### src/rtl/bwd_pkg.sv
package bwd_pkg;
    // Net action applied to one deficit counter in a cycle.
    typedef enum logic [1:0] {
        STEP_HOLD = 2'd0,
        STEP_UP   = 2'd1,
        STEP_DOWN = 2'd2
    } step_e;
endpackage

### src/rtl/bwd_leak_timer.sv
// bwd_leak_timer: per-class cycle counter that fires a one-cycle leak pulse
// each time the programmed interval elapses.
// Assumes: interval is a plain cycle count; 0 disables the leak and parks
// the counter at zero. Lowering the interval below the elapsed count fires
// the pulse on the next edge.
module bwd_leak_timer #(
    parameter int IVL_W = 8
) (
    input  logic             clk,
    input  logic             rst_n,
    input  logic [IVL_W-1:0] interval,
    output logic             leak
);
    logic [IVL_W-1:0] elapsed;

    // Leak when the count has reached the last cycle of the interval.
    assign leak = (interval != '0) && (elapsed >= interval - IVL_W'(1));

    // Advance, restart on leak, or park while disabled.
    always_ff @(posedge clk) begin
        if (!rst_n) begin
            elapsed <= '0;
        end else if (interval == '0 || leak) begin
            elapsed <= '0;
        end else begin
            elapsed <= elapsed + IVL_W'(1);
        end
    end

    assert_idle_R6: assert property (@(posedge clk) disable iff (!rst_n)
        (interval == '0) |=> (elapsed == '0));

    assert_restart_R5: assert property (@(posedge clk) disable iff (!rst_n)
        leak |=> (elapsed == '0));

    assert_advance_R5: assert property (@(posedge clk) disable iff (!rst_n)
        (interval != '0 && !leak) |=> (elapsed == $past(elapsed) + IVL_W'(1)));
endmodule

### src/rtl/bwd_deficit_cell.sv
// bwd_deficit_cell: one signed saturating deficit counter.
// Assumes: up and down are single-cycle events; both together cancel.
module bwd_deficit_cell
    import bwd_pkg::*;
#(
    parameter int CNT_W = 8
) (
    input  logic                    clk,
    input  logic                    rst_n,
    input  logic                    up,
    input  logic                    down,
    output logic signed [CNT_W-1:0] value
);
    localparam logic signed [CNT_W-1:0] MAX_V = {1'b0, {(CNT_W-1){1'b1}}};
    localparam logic signed [CNT_W-1:0] MIN_V = {1'b1, {(CNT_W-1){1'b0}}};

    step_e step;

    // Pick the net step, blocking it at either rail.
    always_comb begin
        step = STEP_HOLD;
        if (up && !down && value != MAX_V) begin
            step = STEP_UP;
        end else if (down && !up && value != MIN_V) begin
            step = STEP_DOWN;
        end
    end

    // Apply the chosen step.
    always_ff @(posedge clk) begin
        if (!rst_n) begin
            value <= '0;
        end else begin
            case (step)
                STEP_UP:   value <= value + CNT_W'(1);
                STEP_DOWN: value <= value - CNT_W'(1);
                default:   value <= value;
            endcase
        end
    end

    assert_no_overflow_R3: assert property (@(posedge clk) disable iff (!rst_n)
        (value == MAX_V && up && !down) |=> (value == MAX_V));

    assert_no_underflow_R4: assert property (@(posedge clk) disable iff (!rst_n)
        (value == MIN_V && down && !up) |=> (value == MIN_V));

    assert_cancel_R7: assert property (@(posedge clk) disable iff (!rst_n)
        (up && down) |=> $stable(value));

    assert_single_step_R2: assert property (@(posedge clk) disable iff (!rst_n)
        (value == $past(value)) || (value == $past(value) + CNT_W'(1))
        || (value == $past(value) - CNT_W'(1)));
endmodule

### src/rtl/bw_deficit_bank.sv
// bw_deficit_bank: one deficit counter and leak timer per service level,
// plus a signed over-threshold flag per class.
// Assumes: unit_sent carries at most one unit per class per cycle.
module bw_deficit_bank #(
    parameter int NUM_CLASS = 4,
    parameter int CNT_W     = 8,
    parameter int IVL_W     = 8
) (
    input  logic                       clk,
    input  logic                       rst_n,
    input  logic [NUM_CLASS-1:0]       unit_sent,
    input  logic [NUM_CLASS*IVL_W-1:0] leak_interval_flat,
    input  logic [CNT_W-1:0]           limit_thresh,
    output logic [NUM_CLASS*CNT_W-1:0] deficit_flat,
    output logic [NUM_CLASS-1:0]       over_limit
);
    localparam int TOTAL_CNT_BITS = NUM_CLASS * CNT_W;

    logic [NUM_CLASS-1:0]       leak_pulse;
    logic [TOTAL_CNT_BITS-1:0]  cnt_bus;

    for (genvar k = 0; k < NUM_CLASS; k++) begin : g_class
        logic signed [CNT_W-1:0] cls_value;

        bwd_leak_timer #(.IVL_W(IVL_W)) i_timer (
            .clk      (clk),
            .rst_n    (rst_n),
            .interval (leak_interval_flat[k*IVL_W +: IVL_W]),
            .leak     (leak_pulse[k])
        );

        bwd_deficit_cell #(.CNT_W(CNT_W)) i_cell (
            .clk   (clk),
            .rst_n (rst_n),
            .up    (unit_sent[k]),
            .down  (leak_pulse[k]),
            .value (cls_value)
        );

        assign cnt_bus[k*CNT_W +: CNT_W] = cls_value;
        // Signed compare of the class deficit against the shared threshold.
        assign over_limit[k] = cls_value > $signed(limit_thresh);
    end

    assign deficit_flat = cnt_bus;
endmodule

### config.mk
export PLATFORM = sky130hd
export DESIGN_NAME = bw_deficit_bank
export DESIGN_NICKNAME = d
export VERILOG_FILES = /design/src/rtl/bwd_pkg.sv /design/src/rtl/bwd_leak_timer.sv /design/src/rtl/bwd_deficit_cell.sv /design/src/rtl/bw_deficit_bank.sv
export SDC_FILE = /design/constraint.sdc
export NUM_CORES = 1
export LEC_CHECK = 0
export ABC_CLOCK_PERIOD_IN_PS = 5300
export BUFFER_PORTS_ARGS = -buffer_cell sky130_fd_sc_hd__buf_2
export CAP_MARGIN = 20
export CORE_ASPECT_RATIO = 0.7
export CORE_UTILIZATION = 28
export DETAILED_ROUTE_END_ITERATION = 8
export PLACE_DENSITY = 0.43
export SKIP_LAST_GASP = 1
export SLEW_MARGIN = 20
export SYNTH_ARGS = -nofsm -noshare
export SYNTH_HDL_FRONTEND = slang
export SYNTH_SLANG_ARGS = --single-unit
### constraint.sdc
create_clock -name clk -period 5.3 [get_ports clk]
set_clock_uncertainty 0.05 [all_clocks]
set_input_delay 0.53 -clock clk [delete_from_list [all_inputs] [get_ports clk]]
set_output_delay 0.53 -clock clk [all_outputs]
set_load 0.005 [all_outputs]
Word level (Yosys, flattened, before mapping) --
Cells that the tools add are included.
Word-level totals: bits in registers 64, latch bits 0, RAM bits 0, bits in read-only memories 0, bits of input ports 46, output and inout port bits 36, logic and storage cells 109, memories kept 0
Cells by class: add/sub/neg operators 16, multiply operators 0, divide/modulo/power cells 0, magnitude comparators 8, eq/ne operators 16, shifts and indexed selects 0, multiplexer cells 12, bitwise gates (word level) 1, reduce and logical (&&, ||, !) cells 48
Operators with widths (number):
- $ne A8 B8 Y1 const B | 8
- $pmux W8 S2 | 4
- $add A8 B1 Y8 const B | 4
- $add A8 B2 Y8 const B | 4
- $ge A8 B8 Y1 | 4
- $gt A8 B8 Y1 | 4
- $logic_not A8 Y1 | 4
- $reduce_bool A8 Y1 | 4
- $sub A8 B1 Y8 const B | 4
- $sub A8 B2 Y8 const B | 4
- $logic_and A1 B1 Y1 | 20
- $mux W2 | 8
- $eq A2 B1 Y1 const B | 4
- $eq A2 B2 Y1 const B | 4
- $logic_not A1 Y1 | 8
- $reduce_bool A2 Y1 | 4
- $reduce_or A2 Y1 | 4
- $logic_or A1 B1 Y1 | 4
- $not A1 Y1 | 1

Longest topological paths before layout --
depth in word-level cells 9, mapped depth 18, gate-level depth less buffers 18

Modules after synthesis --
Synthesis repeated with hierarchy kept, for this count alone.
Second synthesis, totals: cell total of the unflattened synthesis 701, area total of the unflattened synthesis 6329.8 um^2
By module, submodules not included:
- bwd_leak_timer | instances 4, cells an instance 68, area each 663.1 um^2, sequential area each 160.2 um^2
- bwd_deficit_cell (g_class[0].i_cell ...) | instances 2, cells an instance 84, area each 734.5 um^2, sequential area each 160.2 um^2
- bw_deficit_bank | instances 1, cells an instance 93, area each 743.2 um^2, sequential area each 0.0 um^2
- bwd_deficit_cell (g_class[3].i_cell) | instances 1, cells an instance 84, area each 737.0 um^2, sequential area each 160.2 um^2
- bwd_deficit_cell (g_class[2].i_cell) | instances 1, cells an instance 84, area each 728.2 um^2, sequential area each 160.2 um^2

Worst setup path before layout --
OpenSTA, ideal clock, no wires.
path type in2reg, start point input leak_interval_flat[8], end point register g_class[1].i_cell.value[7], setup time 129 ps, arrival time 3932 ps, data required time 5121 ps, setup slack 1189 ps, stages 18, path buffers 0, path through inv_1 > ha_1 > inv_1 > or3_2 > xor2_1 > ha_1 > nand2_1 > o41ai_1 > a21oi_1 > nand2b_1 > inv_1 > ha_1 > a21oi_1 > o211ai_1 > o41ai_1 > nor2_1 > mux2i_1 > o211ai_1
On the way: word-level cells in the longest chain between the ends 9, elaborated cells on any way between the ends 15, classes of those cells add/sub: 1; order compare: 1; eq/ne: 2; mux: 3; reduce/logical: 8
RTL lines:
- start, declared | RTL line bw_deficit_bank.sv:12 | input logic [NUM_CLASS*IVL_W-1:0] leak_interval_flat,
- $sub A8 B1 Y8 | RTL line bwd_leak_timer.sv:17 | assign leak = (interval != '0) && (elapsed >= interval - IVL_W'(1));
- $ge A8 B8 Y1 | RTL line bwd_leak_timer.sv:17
- $logic_and A1 B1 Y1 * | RTL line bwd_leak_timer.sv:17
- $logic_and A1 B1 Y1 or $logic_not A1 Y1 (tied branches) | RTL line bwd_deficit_cell.sv:24, bwd_deficit_cell.sv:22
- $logic_and A1 B1 Y1, on equally long branches | RTL line bwd_deficit_cell.sv:24, bwd_deficit_cell.sv:22
- $mux W2 or $logic_and A1 B1 Y1 (tied branches) | RTL line bwd_deficit_cell.sv:24, bwd_deficit_cell.sv:22
- $mux W2 * | RTL line bwd_deficit_cell.sv:22 | if (up && !down && value != MAX_V) begin
- $eq A2 B2 Y1 or $eq A2 B1 Y1 (tied branches) | RTL line bwd_deficit_cell.sv:34 | case (step)
- $pmux W8 S2 or $reduce_bool A2 Y1 (tied branches)
- end signal, assigned | RTL line bwd_deficit_cell.sv:35 | STEP_UP: value <= value + CNT_W'(1);
- end signal, assigned | RTL line bwd_deficit_cell.sv:36 | STEP_DOWN: value <= value - CNT_W'(1);
- end signal, assigned | RTL line bwd_deficit_cell.sv:37 | default: value <= value;
- end, declared | RTL line bwd_deficit_cell.sv:12 | output logic signed [CNT_W-1:0] value
Mark *: on every way between the ends. The rest lies on a longest branch, timed or not. A chain may end at the register's enable or synchronous reset.

Worst setup path in the final report --
Same ends and word-level chain as after synthesis.

==> out/results.tsv <==
stage	metric	value	unit
clocking	clock slew at reported path FFs	60	ps
finish	Fill cells	2123	
logic_synthesis	top cells by area, synth	dfxtp_1, ha_1, xor2_1, nor2_1, xnor2_1	
worst_setup_path	Worst Path Required	5470	ps
clocking	Worst-Skew Late Latency	340	ps
logic_synthesis	Synth Flop Type	dfxtp_1	
logic_synthesis	Netlist Area Pre-Place	5840	µm²
clocking	CTS tree	yes	
sta	RSZ-0062 raised after global routing	no	
floorplanning	number of cell rows	43	
global_routing	vias in the first global route	5101	
logic_synthesis	cell count after synthesis	710	
global_routing	largest net degree at the start of global routing	48	
sta	Pins Over Slew Limit	0	
route	Via Count	5353	
sta	Tmin final	4590	ps
global_routing	GRT overflow	0	
sta	Max-slew headroom	0.491	
logic_synthesis	yosys warns	0	
logic_synthesis	register area share after synthesis	0.220	
finish	fin area	6840	µm²
worst_setup_path	Worst setup SP type	primary input	
power_and_ir_drop	VDD IR max	142	µV
route	TritonRoute pass-1 iters	4	
route	drt via density	5.00	
finish	# diodes	0	
floorplanning	Die H	123	µm
sta	Fin. Hold Viols	0	
finish	most common cell after layout, fill and taps aside	ha_1	
clocking	Post-CTS Setup Bufs	0	
floorplanning	Die W	175	µm
placement	Post-DP HPWL	12500	µm
finish	commonest non-fill, non-tap cells in the layout	ha_1, buf_2, nor2_1	
clocking	deepest clock path buffer count	2	
floorplanning	# IOs	82	
power_and_ir_drop	Power per Cell Area	202	nW/µm²
global_routing	antenna violations before repair	0	
worst_setup_path	Critical Path Fanout Max	7	
placement	routability cong.	0.801	
status	outcome	complete, no violations	
finish	layout cells sized above 1	0.141	
clocking	clock sink count	64	
clocking	CTS H-tree lvls	3	
logic_synthesis	ys async rst share	0	
placement	placed instance area	6550	µm²
worst_setup_path	CP arrival	4760	ps
route	Post-Route WL	15700	µm
global_routing	Tot GR Track Use	0.152	
clocking	CTS root buf	clkbuf_16	
sta	Max Fclk	218	MHz
placement	Port Buffer Count	81	
logic_synthesis	number of synthesized flops with an enable pin	0	
placement	pre-CTS WS	385	ps
logic_synthesis	flops & latches, synth	64	
finish	Layout area overhead	17.3	%
sta	final period utilization	0.866	
route	post-route antenna net violation count	0	
power_and_ir_drop	leakage	3.12	nW
logic_synthesis	post-synthesis cell type count	66	
worst_setup_path	Crit. End Element	register	
hold_path	min-delay worst type	reg -> reg	
floorplanning	core area	20100	µm²
clocking	post-cts sizing count	0	
sta	setup TNS	0	ps
route	DR DRC count	0	
run	max cap viols	0	
logic_synthesis	mean post-synth cell area	8.22	µm²
clocking	Num CTS Buffers	9	
sta	slew of the pin with the lowest slew margin	763	ps
floorplanning	Die Footprint	21400	µm²
logic_synthesis	Mapped Nets	860	
logic_synthesis	area leader, netlist	dfxtp_1	
clocking	CTS Hold Bufs	0	
sta	Final setup viols	0	
logic_synthesis	Synth top area share	0.220	
route	number of DRC markers in iteration 0	249	
route	WL/cell	14.7	µm
floorplanning	starting density of the core	0.290	
global_routing	first-pass GRT wire length	25700	µm
worst_setup_path	Setup Crit Path Kind	in -> reg	
sta	Setup WS post-layout	713	ps
finish	fin nets	945	
final timing paths:
kind / start / end / slack, ps / depth (start not counted)
setup / recovery: leak_interval_flat[8] / g_class[1].i_cell.value[7] / 710 / 19
hold / removal: g_class[0].i_timer.elapsed[0] / g_class[0].i_timer.elapsed[0] / 420 / 1
setup reg to reg: g_class[1].i_timer.elapsed[0] / g_class[1].i_cell.value[7] / 1110 / 15
hold reg to reg: g_class[0].i_timer.elapsed[0] / g_class[0].i_timer.elapsed[0] / 420 / 1
cell type report:
cell class              instances  area, µm²  share of cell area
clock buffers                  11        243              0.0355
well taps                     270        338              0.0494
clock inverters                 5       56.3             0.00823
multi-input cells             587       4320               0.631
repair buffers                 82        413              0.0603
flip-flops and latches         64       1280               0.187
inverters                      51        191              0.0280
cell usage after synthesis, drive strengths merged (3+ instances only):
library cell  count
a211o             3
a211oi            6
a21oi            37
a41o              5
a41oi             3
and3              6
and4              5
clkbuf            6
dfxtp            64
fa                4
ha              100
inv              50
mux2i            15
nand2            54
nand2b           18
nand3            43
nand4             9
nor2             66
nor2b             5
nor3             21
nor3b             6
nor4              9
nor4b             3
o2111ai           4
o211ai           13
o21a              5
o21ai            40
o31ai             3
o41ai             8
or3               9
or4               3
xnor2            25
xor2             29
worst max-delay path, cell delays in order:
cell,delay (ps)
buf_2,110
inv_1,100
ha_1,190
inv_1,60
or3_2,420
xor2_1,160
ha_1,270
nand2_1,40
o41ai_1,510
a21oi_1,190
nand2b_1,210
inv_1,250
ha_1,300
a21oi_1,230
o211ai_1,190
o41ai_1,610
nor2_1,110
mux2i_1,170
o211ai_1,110
logic make-up after synthesis:
family,share of synthesized area
xor gates and xnor gates,0.0810
muxes,0.0302
buffers and inverters,0.0399
DFF,0.220
and+or+nand+nor,0.231
adders and majority gates,0.228
AOI/OAI and AO/OA,0.170
metal layers:
layer / vias to the layer above / wire length [µm] / global-route usage
met5: - / 0 / 0
met4: 0 / 187 / 0.0478
met3: 13 / 559 / 0.0285
met2: 80 / 6560 / 0.235
met1: 2489 / 8430 / 0.213
li1: 2771 / - / -
per-stage QoR:
stage	util	power (mW)	hold slack, ps	instances
finish	0.340	1.38	425	1070
global route	0.340	1.45	445	1070
CTS	0.340	1.40	429	1070
detailed placement	0.325	0.780	416	1054
global placement	0.325	0.772	418	1054
floorplan	-	0.689	387	710
registers in the layout, summed over array words and instances (netlist names):
register and flops:
g_class.i_cell.value 32, g_class.i_timer.elapsed 32
where the power goes:
group	leakage, nW	internal [mW]	switching [mW]	total, mW
sequential	0.520	0.499	0.0296	0.528
clock	0.145	0.376	0.235	0.611
combinational	2.46	0.105	0.136	0.240
total	3.12	0.980	0.400	1.38
Note: power is estimated with default switching activity, not from simulation.
